<file path="src/rtl/mbox_pkg.sv">
package mbox_pkg;
    localparam int unsigned REG_ADDR_W = 2;

    typedef enum logic [REG_ADDR_W-1:0] {
        REG_MSG  = 2'd0,
        REG_STAT = 2'd1,
        REG_PEND = 2'd2,
        REG_IEN  = 2'd3
    } reg_sel_e;

    localparam int unsigned STAT_IN_FULL  = 0;
    localparam int unsigned STAT_OUT_FULL = 1;
    localparam int unsigned STAT_OUT_OVR  = 2;

    localparam int unsigned PEND_NEW  = 0;
    localparam int unsigned PEND_CONS = 1;
    localparam int unsigned CAUSE_W   = 2;

    localparam int unsigned NUM_SIDES = 2;
endpackage

</file>
<file path="src/rtl/mbox_chan.sv">
module mbox_chan #(
    parameter int unsigned DATA_W = 32
) (
    input  logic              clk,
    input  logic              rst_n,
    input  logic              push,
    input  logic [DATA_W-1:0] push_data,
    input  logic              pop,
    input  logic              clr_ovr,
    input  logic              clr_new,
    input  logic              clr_cons,
    output logic [DATA_W-1:0] data,
    output logic              full,
    output logic              ovr,
    output logic              new_pend,
    output logic              cons_pend
);
    typedef struct packed {
        logic [DATA_W-1:0] data;
        logic              full;
        logic              ovr;
        logic              nw;
        logic              cons;
    } chan_st_t;

    chan_st_t st_d, st_q;
    logic     take;

    always_comb begin
        st_d = st_q;
        take = pop && st_q.full;

        if (push) begin
            st_d.data = push_data;
        end

        if (push) begin
            st_d.full = 1'b1;
        end else if (take) begin
            st_d.full = 1'b0;
        end

        if (push && st_q.full && !take) begin
            st_d.ovr = 1'b1;
        end else if (clr_ovr) begin
            st_d.ovr = 1'b0;
        end

        if (push) begin
            st_d.nw = 1'b1;
        end else if (clr_new) begin
            st_d.nw = 1'b0;
        end

        if (take) begin
            st_d.cons = 1'b1;
        end else if (clr_cons) begin
            st_d.cons = 1'b0;
        end
    end

    always_ff @(posedge clk) begin
        if (!rst_n) begin
            st_q <= '0;
        end else begin
            st_q <= st_d;
        end
    end

    assign data      = st_q.data;
    assign full      = st_q.full;
    assign ovr       = st_q.ovr;
    assign new_pend  = st_q.nw;
    assign cons_pend = st_q.cons;
endmodule

</file>
<file path="src/rtl/mbox_side.sv">
module mbox_side
    import mbox_pkg::*;
#(
    parameter int unsigned DATA_W = 32
) (
    input  logic                  clk,
    input  logic                  rst_n,
    input  logic                  we,
    input  logic                  re,
    input  logic [REG_ADDR_W-1:0] addr,
    input  logic [DATA_W-1:0]     wdata,
    output logic [DATA_W-1:0]     rdata,
    output logic                  irq,
    input  logic [DATA_W-1:0]     in_data,
    input  logic                  in_full,
    input  logic                  in_new,
    input  logic                  out_full,
    input  logic                  out_ovr,
    input  logic                  out_cons,
    output logic                  push,
    output logic                  pop,
    output logic                  clr_ovr,
    output logic                  clr_new,
    output logic                  clr_cons
);
    typedef struct packed {
        logic [CAUSE_W-1:0] ien;
    } side_st_t;

    side_st_t           st_d, st_q;
    reg_sel_e           sel;
    logic [CAUSE_W-1:0] pend;
    logic               irq_d, irq_q;

    always_comb begin
        sel                 = reg_sel_e'(addr);
        pend                = '0;
        pend[PEND_NEW]      = in_new;
        pend[PEND_CONS]     = out_cons;

        push     = we && (sel == REG_MSG);
        pop      = re && (sel == REG_MSG);
        clr_ovr  = we && (sel == REG_STAT) && wdata[STAT_OUT_OVR];
        clr_new  = we && (sel == REG_PEND) && wdata[PEND_NEW];
        clr_cons = we && (sel == REG_PEND) && wdata[PEND_CONS];

        st_d = st_q;
        if (we && (sel == REG_IEN)) begin
            st_d.ien = wdata[CAUSE_W-1:0];
        end

        rdata = '0;
        unique case (sel)
            REG_MSG:  rdata = in_data;
            REG_STAT: begin
                rdata[STAT_IN_FULL]  = in_full;
                rdata[STAT_OUT_FULL] = out_full;
                rdata[STAT_OUT_OVR]  = out_ovr;
            end
            REG_PEND: rdata[CAUSE_W-1:0] = pend;
            REG_IEN:  rdata[CAUSE_W-1:0] = st_q.ien;
            default:  rdata = '0;
        endcase

        irq_d = |(pend & st_q.ien);
    end

    always_ff @(posedge clk) begin
        if (!rst_n) begin
            st_q <= '0;
        end else begin
            st_q <= st_d;
        end
    end

    // irq is a pure function of registered state; keep it combinational
    always_comb irq_q = irq_d;
    assign irq = irq_q;
endmodule

</file>
<file path="src/rtl/mbox_pair.sv">
module mbox_pair
    import mbox_pkg::*;
#(
    parameter int unsigned DATA_W = 32
) (
    input  logic                  clk,
    input  logic                  rst_n,
    input  logic                  h_we,
    input  logic                  h_re,
    input  logic [REG_ADDR_W-1:0] h_addr,
    input  logic [DATA_W-1:0]     h_wdata,
    output logic [DATA_W-1:0]     h_rdata,
    output logic                  h_irq,
    input  logic                  p_we,
    input  logic                  p_re,
    input  logic [REG_ADDR_W-1:0] p_addr,
    input  logic [DATA_W-1:0]     p_wdata,
    output logic [DATA_W-1:0]     p_rdata,
    output logic                  p_irq
);
    // index 0: host side, owns channel 0 (host to processor)
    // index 1: processor side, owns channel 1 (processor to host)
    logic [NUM_SIDES-1:0]                 s_we, s_re, s_irq;
    logic [NUM_SIDES-1:0][REG_ADDR_W-1:0] s_addr;
    logic [NUM_SIDES-1:0][DATA_W-1:0]     s_wdata, s_rdata;
    logic [NUM_SIDES-1:0]                 s_push, s_pop, s_clr_ovr, s_clr_new, s_clr_cons;

    logic [NUM_SIDES-1:0][DATA_W-1:0]     ch_data;
    logic [NUM_SIDES-1:0]                 ch_full, ch_ovr, ch_new, ch_cons;

    assign s_we[0]    = h_we;
    assign s_re[0]    = h_re;
    assign s_addr[0]  = h_addr;
    assign s_wdata[0] = h_wdata;
    assign s_we[1]    = p_we;
    assign s_re[1]    = p_re;
    assign s_addr[1]  = p_addr;
    assign s_wdata[1] = p_wdata;

    assign h_rdata = s_rdata[0];
    assign h_irq   = s_irq[0];
    assign p_rdata = s_rdata[1];
    assign p_irq   = s_irq[1];

    for (genvar s = 0; s < NUM_SIDES; s++) begin : g_dir
        localparam int unsigned OTH = NUM_SIDES - 1 - s;

        mbox_chan #(.DATA_W(DATA_W)) u_chan (
            .clk       (clk),
            .rst_n     (rst_n),
            .push      (s_push[s]),
            .push_data (s_wdata[s]),
            .pop       (s_pop[OTH]),
            .clr_ovr   (s_clr_ovr[s]),
            .clr_new   (s_clr_new[OTH]),
            .clr_cons  (s_clr_cons[s]),
            .data      (ch_data[s]),
            .full      (ch_full[s]),
            .ovr       (ch_ovr[s]),
            .new_pend  (ch_new[s]),
            .cons_pend (ch_cons[s])
        );

        mbox_side #(.DATA_W(DATA_W)) u_side (
            .clk      (clk),
            .rst_n    (rst_n),
            .we       (s_we[s]),
            .re       (s_re[s]),
            .addr     (s_addr[s]),
            .wdata    (s_wdata[s]),
            .rdata    (s_rdata[s]),
            .irq      (s_irq[s]),
            .in_data  (ch_data[OTH]),
            .in_full  (ch_full[OTH]),
            .in_new   (ch_new[OTH]),
            .out_full (ch_full[s]),
            .out_ovr  (ch_ovr[s]),
            .out_cons (ch_cons[s]),
            .push     (s_push[s]),
            .pop      (s_pop[s]),
            .clr_ovr  (s_clr_ovr[s]),
            .clr_new  (s_clr_new[s]),
            .clr_cons (s_clr_cons[s])
        );
    end
endmodule

</file>
<file path="config.mk">
export PLATFORM = sky130hd
export DESIGN_NAME = mbox_pair
export DESIGN_NICKNAME = d
export VERILOG_FILES = /design/src/rtl/mbox_pkg.sv /design/src/rtl/mbox_chan.sv /design/src/rtl/mbox_side.sv /design/src/rtl/mbox_pair.sv
export SDC_FILE = /design/constraint.sdc
export NUM_CORES = 1
export LEC_CHECK = 0
export BUFFER_PORTS_ARGS = -buffer_cell sky130_fd_sc_hd__buf_2
export CORE_MARGIN = 5
export CORE_UTILIZATION = 46
export CTS_BUF_LIST = sky130_fd_sc_hd__clkbuf_4
export DETAILED_ROUTE_END_ITERATION = 10
export PLACE_DENSITY_LB_ADDON = 0.1
export SETUP_SLACK_MARGIN = 0.3
export SLEW_MARGIN = 5
export SYNTH_ARGS = -nofsm -noshare
export SYNTH_HDL_FRONTEND = slang
export SYNTH_SLANG_ARGS = --single-unit
</file>
<file path="constraint.sdc">
create_clock -name clk -period 0.95 [get_ports clk]
set_input_delay 0.0475 -clock clk [delete_from_list [all_inputs] [get_ports clk]]
set_output_delay 0.0475 -clock clk [all_outputs]
set_load 0.05 [all_outputs]
</file>
==> results.yml, run 1 <==
run_status:
  status: "finished, violations left"
  failed_checks: "negative setup slack"
global_route:
  first_global_vias: 3742
  grt_max_degree: 55
  top_usage_layer: "met2"
  grt-ovfl-total: 0
  grt_antenna_before_repair: 0
  grt_first_pass_wirelength_um: 19000
  grtUsageMet1_pct: 25.4
  gr-usage-met2_pct: 47.0
  track_usage_pct: 24.6
  use_met3_pct: 5.86
layout:
  fill_cells: 354
  nets: 661
  antenna_cells: 0
  instances_no_fill: 694
  drive_gt1_share_pct: 62.2
  syn2layout_area_growth_pct: 89.3
detailed_routing:
  vias_per_cell: 5.00
  routed_wl_um: 13500
  wl_per_cell_um: 19.4
  drt_first_pass_iters: 4
  vias: 3468
  drt_iter0_drc: 129
  postRouteAntennaNets: 0
  drc_errors: 0
worst_setup_path:
  r2r_cells: 4
  cp-start-kind: "flip-flop"
  crit_path_end_kind: "output pin"
  slowest_stage: "mux4_2"
  cp_cell_sequence: "mux4_2, buf_6"
  cp_slowest_stage_delay_ns: 0.51
  worstSetupPathType: "flip-flop to output pin"
  crit_required_ns: 0.90
  critPathArrivalTime_ns: 1.47
  critical_path_peak_fanout: 3
logic_synthesis:
  syn_inst: 342
  synth_fp_nets: 416
  ys_seq_area_share_pct: 42.4
  ys_ff_latch: 76
  synth_top_cell_area_share_pct: 42.4
  syn_area_per_cell_um2: 10.5
  synth.top_cells.by_area: "dfxtp_1, mux2i_1, nor2b_1"
  synth.distinct_cells: 23
  synth.largest_area_cell: "dfxtp_1"
  ys_warn_count: 0
  synthesis.area_um2: 3590
die:
  core_um2: 7650
  floorplan.rows: 32
  die_h_um: 98.3
  die_w_um: 98.3
  die-area_um2: 9660
  io_pins: 140
  initial_utilization_pct: 46.9
placed_design:
  io_buffers: 139
  gp_congestion: 0.762
  dp_hpwl_um: 5960
  place_inst: 585
sta:
  fin_crit_sh_pct: 160
  finalSetupTns_ns: -11.27
  tightest_slew_ns: 0.270
  drv_slew: 0
  fin_worst_skew_ns: 0.0179
  period_needed_ns: 1.52
  fmax_mhz: 658
  setup_viol: 68
  hold_viol: 0
  maxSlewHeadroom_pct: 81.8
  rsz0062_at_grt: "yes"
  fin_ws_ns: -0.569
cts:
  cts-root-buf: "clkbuf_4"
  clkTransAtPathRegs_ns: 0.14
  htreeDepth: 3
  cts_tree: "done"
  clk_path_buf_depth: 2
  cts_made_buffers: 9
  clock_latency_ns: 0.41
  cts_sinks: 76
power:
  finalPower_mw: 6.91
  ir_worst_vdd_mv: 0.722
  power.leakage_nw: 2.82
  p_per_area_nw_per_um2: 1020
flow_run:
  max-cap-violations: 0
worst_hold_path:
  min_path_type: "input pin to flip-flop"
  min_path_cells: 4
[cells in the mapped netlist, drive strengths merged]
master	n
buf	12
mux2i	70
nor2b	68
nor2	4
nor3b	2
o311ai	2
and2	58
a21boi	2
nor3	2
dfxtp	76
o21ai	4
nand3	4
nand2	8
clkbuf	14
a21oi	2
nand4	2
mux4	4
nand4b	2
a21bo	2
a22o	2
inv	2
[state kept, by name (all words and copies together), names as in the netlist]
name,cells
g_dir.u_chan.data,64
g_dir.u_side.st_q,4
g_dir.u_chan.cons_pend,2
g_dir.u_chan.new_pend,2
g_dir.u_chan.ovr,2
g_dir.u_chan.full,2
[metal layers]
| layer | vias up | part of all wire (%) |
|---|---|---|
| met3 | 27 | 5.4 |
| met4 | 0 | 2.2 |
| met1 | 1677 | 37 |
| met2 | 140 | 55 |
| met5 | - | 0 |
| li1 | 1624 | - |
[through the flow]
stage               utilization [%]  setup slack, ns  hold WS (ns)  instance area [um^2]
finish                         88.8           -0.569        0.0285                  6790
global route                   88.8           -0.603        0.0247                  6790
CTS                            85.0           -0.533      -0.00271                  6500
detailed placement             61.0           -0.176         0.266                  4660
global placement               61.0           -0.175         0.265                  4660
floorplan                         -          -0.0493         0.133                  3800
[area by class of cell]
class	count	area, um^2	share of cell area (%)
Timing Repair Buffer	260	2780	41.0
Multi-Input combinational cell	238	2120	31.3
Sequential cell	76	1610	23.8
Tap cell	102	128	1.88
Clock buffer	9	67.6	0.995
Clock inverter	7	66.3	0.977
Inverter	2	7.51	0.111
[critical path, delay by kind of cell (launching register included)]
kind | cells | cell delay (ns)
flip-flops | 1 | 0.38
buffers and inverters | 1 | 0.18
multiplexers | 1 | 0.51
[kinds of logic (layout without fill, tap and decap cells)]
logic type	Yosys count	in the layout	share of synthesized area [%]
and+or+nand+nor	150	150	25.6
DFF	76	76	42.4
muxes	74	74	22.3
buffers and inverters	28	278	6.91
AOI/OAI and AO/OA	14	14	2.79
[timing repair]
item / CTS / global route
pin swaps: 10 / 5
gates cloned: 4 / 3
setup endpoints to repair: 104 / 137
hold buffers: 66 / 1
setup buffers: 9 / 10
endpoints found under the hold margin: 76 / 1
resized for setup: 296 / 30
[path summary, 6_finish.rpt]
check | endpoint | startpoint | slack [ns]
max reg2reg | g_dir[1].u_chan.full$_SDFFE_PN0P_ | g_dir[1].u_chan.full$_SDFFE_PN0P_ | -0.07
max | p_rdata[1] | g_dir[1].u_chan.full$_SDFFE_PN0P_ | -0.57
min reg2reg | g_dir[0].u_chan.ovr$_SDFFE_PN0P_ | g_dir[0].u_chan.ovr$_SDFFE_PN0P_ | 0.47
min | g_dir[1].u_chan.cons_pend$_SDFFE_PN0P_ | p_wdata[1] | 0.03
[where the power goes]
part / leakage [nW] / switching [mW] / internal, mW / total (mW)
Sequential: 0.651 / 0.0742 / 3.31 / 3.39
Clock: 0.0674 / 1.20 / 0.791 / 1.99
Combinational: 2.10 / 0.666 / 0.873 / 1.54
[placed cells by master, fill, tap and decap left out, types with 7 or more instances in the layout]
| cell type | synthesis | final |
|---|---|---|
| dfxtp_2 | 0 | 73 |
| nor2b_1 | 68 | 68 |
| buf_2 | 0 | 68 |
| dlygate4sd3_1 | 0 | 67 |
| buf_8 | 0 | 61 |
| mux2i_1 | 70 | 60 |
| and2_4 | 0 | 58 |
| buf_6 | 6 | 35 |
| buf_4 | 0 | 13 |
| clkbuf_4 | 0 | 9 |
| buf_12 | 6 | 9 |
| nand2_1 | 8 | 8 |
| mux2i_2 | 0 | 7 |
(Power assumes the default switching activity.)
==> run 2: changes to the inputs <==
Settings changed: ABC_AREA from default to 1, CORE_UTILIZATION 46 to 44.
==> run 2 against run 1 <==
Net effect: the flow finishes with violations (negative hold slack, negative setup slack); sequential share of layout area fell by 0.19 points; sequential power rose by 3%; register-to-register slack improved by 0.17 ns; cell count rose by 15%; worst hold slack got worse by 0.12 ns; critical path depth rose by 1; via count rose by 36%; non-clock buffer count rose by 15; wire length rose by 44%; clock power rose by 5%; critical path type unchanged.
==> results.yml, run 2 <==
layout:
  layout_commonest_cell: "buf_2"
  nets: 769
  drive_gt1_share_pct: 73.0
  layout_common_cells: "buf_2, dfxtp_2, dlygate4sd3_1"
  fill_cells: 179
  largest_register_ffs: 64
  seq_area_um2: 1620
  syn2layout_area_growth_pct: 110
  multi_input_comb_area_um2: 2060
  design_area_um2: 6890
  postLayoutCoreUtil_pct: 95.0
die:
  die_w_um: 96.5
  initial_utilization_pct: 45.4
  die-area_um2: 9310
  floorplan.rows: 31
  die_h_um: 96.5
  io_pins: 140
  core_um2: 7250
worst_setup_path:
  slowest_stage: "dfxtp_4"
  crit_path_end_kind: "output pin"
  cp_slowest_stage_delay_ns: 0.39
  cp_cell_sequence: "nand2_2, nand4_1, buf_6"
  worstReg2RegStart: "g_dir[1].u_chan.data[5]$_SDFFE_PN0P_"
  crit_required_ns: 0.90
  r2r_cells: 2
  crit_family: "flip-flops"
  critPathArrivalTime_ns: 1.25
  cp.depth: 3
  critical_path_peak_fanout: 4
  crit_start: "g_dir[1].u_chan.full$_SDFFE_PN0P_"
  path_buf_inv: 1
  worstSetupPathType: "flip-flop to output pin"
  cp-start-kind: "flip-flop"
cts:
  cts_made_buffers: 9
  cts_sinks: 76
  cts-root-buf: "clkbuf_4"
  clkTransAtPathRegs_ns: 0.13
  cts.hold.buffers_added: 66
  cts_tree: "done"
  clk_path_buf_depth: 2
  htreeDepth: 3
  clock_latency_ns: 0.43
logic_synthesis:
  synth.distinct_cells: 22
  ys_seq_area_share_pct: 46.3
  syn_inst: 436
  synth_fp_nets: 510
  synth_flop_cell: "dfxtp_1"
  synth_edf_count: 0
  synth.top_cells.by_area: "dfxtp_1, a21oi_1, nor2_1"
  synth_common_cells: "dfxtp_1, nor2_1, a21oi_1, inv_1, o21ai_1"
  syn_area_per_cell_um2: 7.54
  synth.largest_area_cell: "dfxtp_1"
  yosysMostFrequentCell: "dfxtp_1"
  ys_warn_count: 0
  synth_top_cell_area_share_pct: 46.3
  ys_ff_latch: 76
  async_flop_share_pct: 0
  synthesis.area_um2: 3290
sta:
  rsz0062_at_grt: "yes"
  fin_crit_sh_pct: 136
  finalSetupTns_ns: -13.91
  setup_viol: 66
  fin_ws_ns: -0.344
  period_needed_ns: 1.29
  fmax_mhz: 773
  hold_viol: 1
  drv_slew: 0
  tightest_slew_ns: 0.399
  holdWs_ns: -0.0906
  maxSlewHeadroom_pct: 73.4
  fin_worst_skew_ns: 0.0185
placed_design:
  dp_slack_ns: -0.0238
  dp_hpwl_um: 6640
  io_buffers: 139
  gp_congestion: 0.910
  post_dp_cell_area_um2: 4590
detailed_routing:
  drt_first_pass_iters: 6
  drc_errors: 0
  drt_iter0_drc: 515
  vias: 4731
  routed-wl-met2_um: 9280
  wl_per_cell_um: 24.2
  wl_met1_um: 6420
  vias_per_cell: 5.92
  postRouteAntennaNets: 0
  met3_length_um: 1870
  highest-signal-layer: "met4"
  routed_wl_um: 19300
run_status:
  failed_checks: "negative hold slack, negative setup slack"
  status: "finished, violations left"
global_route:
  grt_first_pass_wirelength_um: 21100
  grt_max_degree: 49
  grt-ovfl-total: 0
  track_usage_pct: 29.7
  first_global_vias: 4283
  grt_antenna_before_repair: 1
power:
  ir_worst_vdd_mv: 0.976
  p_per_area_nw_per_um2: 1120
  finalPower_mw: 7.74
  power.leakage_nw: 2.71
flow_run:
  max-cap-violations: 0
worst_hold_path:
  min_path_cells: 3
  min_path_type: "input pin to flip-flop"
  worstHoldStart: "p_re"
run 2: final timing paths:
kind | to | slack, ns
setup / recovery | p_rdata[1] | -0.34
hold / removal | g_dir[0].u_chan.cons_pend$_SDFFE_PN0P_ | -0.09
setup reg to reg | g_dir[1].u_chan.data[5]$_SDFFE_PN0P_ | 0.10
hold reg to reg | g_dir[0].u_chan.data[6]$_SDFFE_PN0P_ | 0.47
run 2: kinds of logic after synthesis:
group                  count (synthesis)  synth area share [%]
AND/OR/NAND/NOR                      122                  16.4
buffers and inverters                 96                  15.2
AO/OA/AOI/OAI                        142                  22.1
flip-flops                            76                  46.3
run 2: layout make-up:
| class | count | share of cell area, % |
|---|---|---|
| diodes | 1 | 0.0363 |
| clock buffers | 10 | 1.09 |
| clock inverters | 5 | 0.763 |
| inverters | 69 | 3.87 |
| multi-input cells | 264 | 29.9 |
| flip-flops and latches | 76 | 23.6 |
| well taps | 99 | 1.80 |
| repair buffers | 275 | 39.0 |
run 2: metal layers:
metal,vias up,track usage (%)
met1,2197,31.3
met3,166,5.81
li1,1938,-
met4,0,15.3
met5,-,0
met2,430,55.4
run 2: timing repair:
action                     CTS  global route
setup endpoints to repair   72           123
buffers inserted            37             5
gates resized for setup    323            95
hold endpoints to repair    76             2
pin swaps                  100            36
cloned                       0             4
run 2: metrics by stage:
stage          hold slack (ns)  cells
2_1_floorplan            0.193    436
4_1_cts                0.00212    790
6_report               -0.0906    799
5_1_grt                -0.0814    799
3_5_place_dp             0.318    672
3_3_place_gp             0.310    672
run 2: power breakdown:
group / switching (mW) / internal [mW] / leakage [nW]
combinational: 1.24 / 0.923 / 1.99
sequential: 0.122 / 3.37 / 0.653
clock: 1.27 / 0.813 / 0.0741
run 2: tightest hold or removal path, stage by stage:
cell and delay (ns):
buf_2 0.13, nand3_4 0.09, a21oi_2 0.05
==> run 3: changes to the inputs <==
Clock period 0.95 ns to 1.11 ns, I/O delays scaled along.
==> run 3 against run 2 <==
Net effect: the run ends with negative setup slack left; critical path type unchanged; worst setup slack gained 0.22 ns; global-route usage is 4.8 points lower; sequential cell count stayed put; highest routed layer unchanged; via count is 19% lower; clock skew down 0.018 ns; combinational power decreased by 34%; critical path depth did not move; power is 19% lower; wire length down 37%; worst hold slack better by 0.14 ns.
==> results.yml, run 3 (synthesis results as in run 2) <==
run_status:
  status: "finished, violations left"
  failed_checks: "negative setup slack"
power:
  internal-power_mw: 4.41
  ir_worst_vdd_mv: 0.679
  seqPwrFrac_pct: 47.3
  power.leakage_nw: 2.46
  p_clk_share_pct: 30.0
  p_sw_share_pct: 29.5
  comb_power_share_pct: 22.6
  p_per_area_nw_per_um2: 1020
  p_switching_mw: 1.85
placed_design:
  dp_slack_ns: 0.0272
  io_buffers: 139
  dp_hpwl_um: 6300
  post_dp_cell_area_um2: 4420
  gp_congestion: 0.842
detailed_routing:
  postRouteAntennaNets: 0
  vias: 3832
  drt_first_pass_iters: 4
  routed_wl_um: 12100
  drt_iter0_drc: 177
  wl_per_cell_um: 15.8
  drc_errors: 0
  vias_per_cell: 4.99
cts:
  htreeDepth: 3
  cts_sinks: 76
  cts-root-buf: "clkbuf_4"
  clkTransAtPathRegs_ns: 0.12
  cts_made_buffers: 9
  clock_latency_ns: 0.40
  cts_tree: "done"
  clk_path_buf_depth: 2
worst_setup_path:
  cp-start-kind: "flip-flop"
  crit_required_ns: 1.05
  worstSetupPathType: "flip-flop to output pin"
  crit_path_end_kind: "output pin"
  critPathArrivalTime_ns: 1.18
  reg2reg_slack_ns: 0.29
  critical_path_peak_fanout: 4
layout:
  drive_gt1_share_pct: 60.7
  nets: 738
  layout_commonest_cell: "buf_2"
  postLayoutCoreUtil_pct: 84.6
  layout_common_cells: "buf_2, a21oi_1, dfxtp_2"
  fill_cells: 390
  design_area_um2: 6140
  syn2layout_area_growth_pct: 86.6
  largest_register_ffs: 64
  antenna_cells: 0
die:
  floorplan.rows: 31
  core_um2: 7250
  initial_utilization_pct: 45.4
  die_w_um: 96.5
  io_pins: 140
  die_h_um: 96.5
  die-area_um2: 9310
sta:
  setup_viol: 19
  fin_ws_ns: -0.124
  fin_crit_sh_pct: 111
  drv_slew: 0
  hold_viol: 0
  maxSlewHeadroom_pct: 79.1
  finalSetupTns_ns: -0.856
  fin_worst_skew_ns: 0.0000881
  fmax_mhz: 811
  tightest_slew_ns: 0.313
  holdWs_ns: 0.0487
  rsz0062_at_grt: "yes"
  period_needed_ns: 1.23
global_route:
  first_global_vias: 3829
  grt_first_pass_wirelength_um: 18000
  grt_antenna_before_repair: 0
  grt-ovfl-total: 0
  track_usage_pct: 24.9
  grt_max_degree: 70
worst_hold_path:
  min_path_type: "input pin to flip-flop"
flow_run:
  max-cap-violations: 0
## run 3: worst max-delay path, stage by stage, from the launching register on
cell	delay, ns
dfxtp_4	0.39
nand2_2	0.07
nand4_1	0.12
buf_6	0.19
## run 3: layout make-up
type | instances | area [um^2] | area share [%]
Inverter | 69 | 264 | 4.30
Clock inverter | 7 | 91.3 | 1.49
Multi-Input combinational cell | 264 | 1750 | 28.4
Tap cell | 99 | 124 | 2.02
Timing Repair Buffer | 244 | 2230 | 36.3
Clock buffer | 9 | 67.6 | 1.10
Sequential cell | 76 | 1620 | 26.4
## run 3: per-stage QoR
stage                     cells  total power [mW]
final                       768              6.26
after global routing        768              6.52
after CTS                   768              6.20
after detailed placement    660              3.97
after global placement      660              3.95
after floorplan             436              3.70
## run 3: path summary, 6_finish.rpt
| path | from | cells past startpoint | endpoint |
|---|---|---|---|
| worst max register to register | g_dir[0].u_chan.full$_SDFFE_PN0P_ | 3 | g_dir[0].u_chan.cons_pend$_SDFFE_PN0P_ |
| worst max-delay path | g_dir[0].u_chan.full$_SDFFE_PN0P_ | 3 | h_rdata[1] |
| worst min register to register | g_dir[1].u_chan.data[5]$_SDFFE_PN0P_ | 2 | g_dir[1].u_chan.data[5]$_SDFFE_PN0P_ |
| worst min-delay path | p_we | 3 | g_dir[1].u_side.st_q[1]$_SDFFE_PN0P_ |
## run 3: power by group through the flow
stage | Combinational [mW] | Clock (mW) | Sequential (mW)
global route | 1.52 | 2.03 | 2.97
CTS | 1.34 | 1.91 | 2.95
global placement | 0.984 | 0 | 2.97
floorplan | 0.738 | 0 | 2.96
finish | 1.42 | 1.88 | 2.96
detailed placement | 0.998 | 0 | 2.97
## run 3: what timing repair did
item                                    in CTS  in global routing
endpoints found under the setup margin      66                 67
hold buffers                                66                  0
pin swaps                                   61                  6
endpoints found under the hold margin       76                  0
setup buffers                               26                  0
gates resized for setup                    280                 27
## run 3: routing by layer
layer  up-vias  global-route usage (%)  part of all wire, %
li1       1879                       -                    -
met1      1761                    28.4                   37
met2       169                    45.7                   55
met3        23                    5.11                  6.6
met4         0                    9.00                  1.6
met5         -                       0                    0
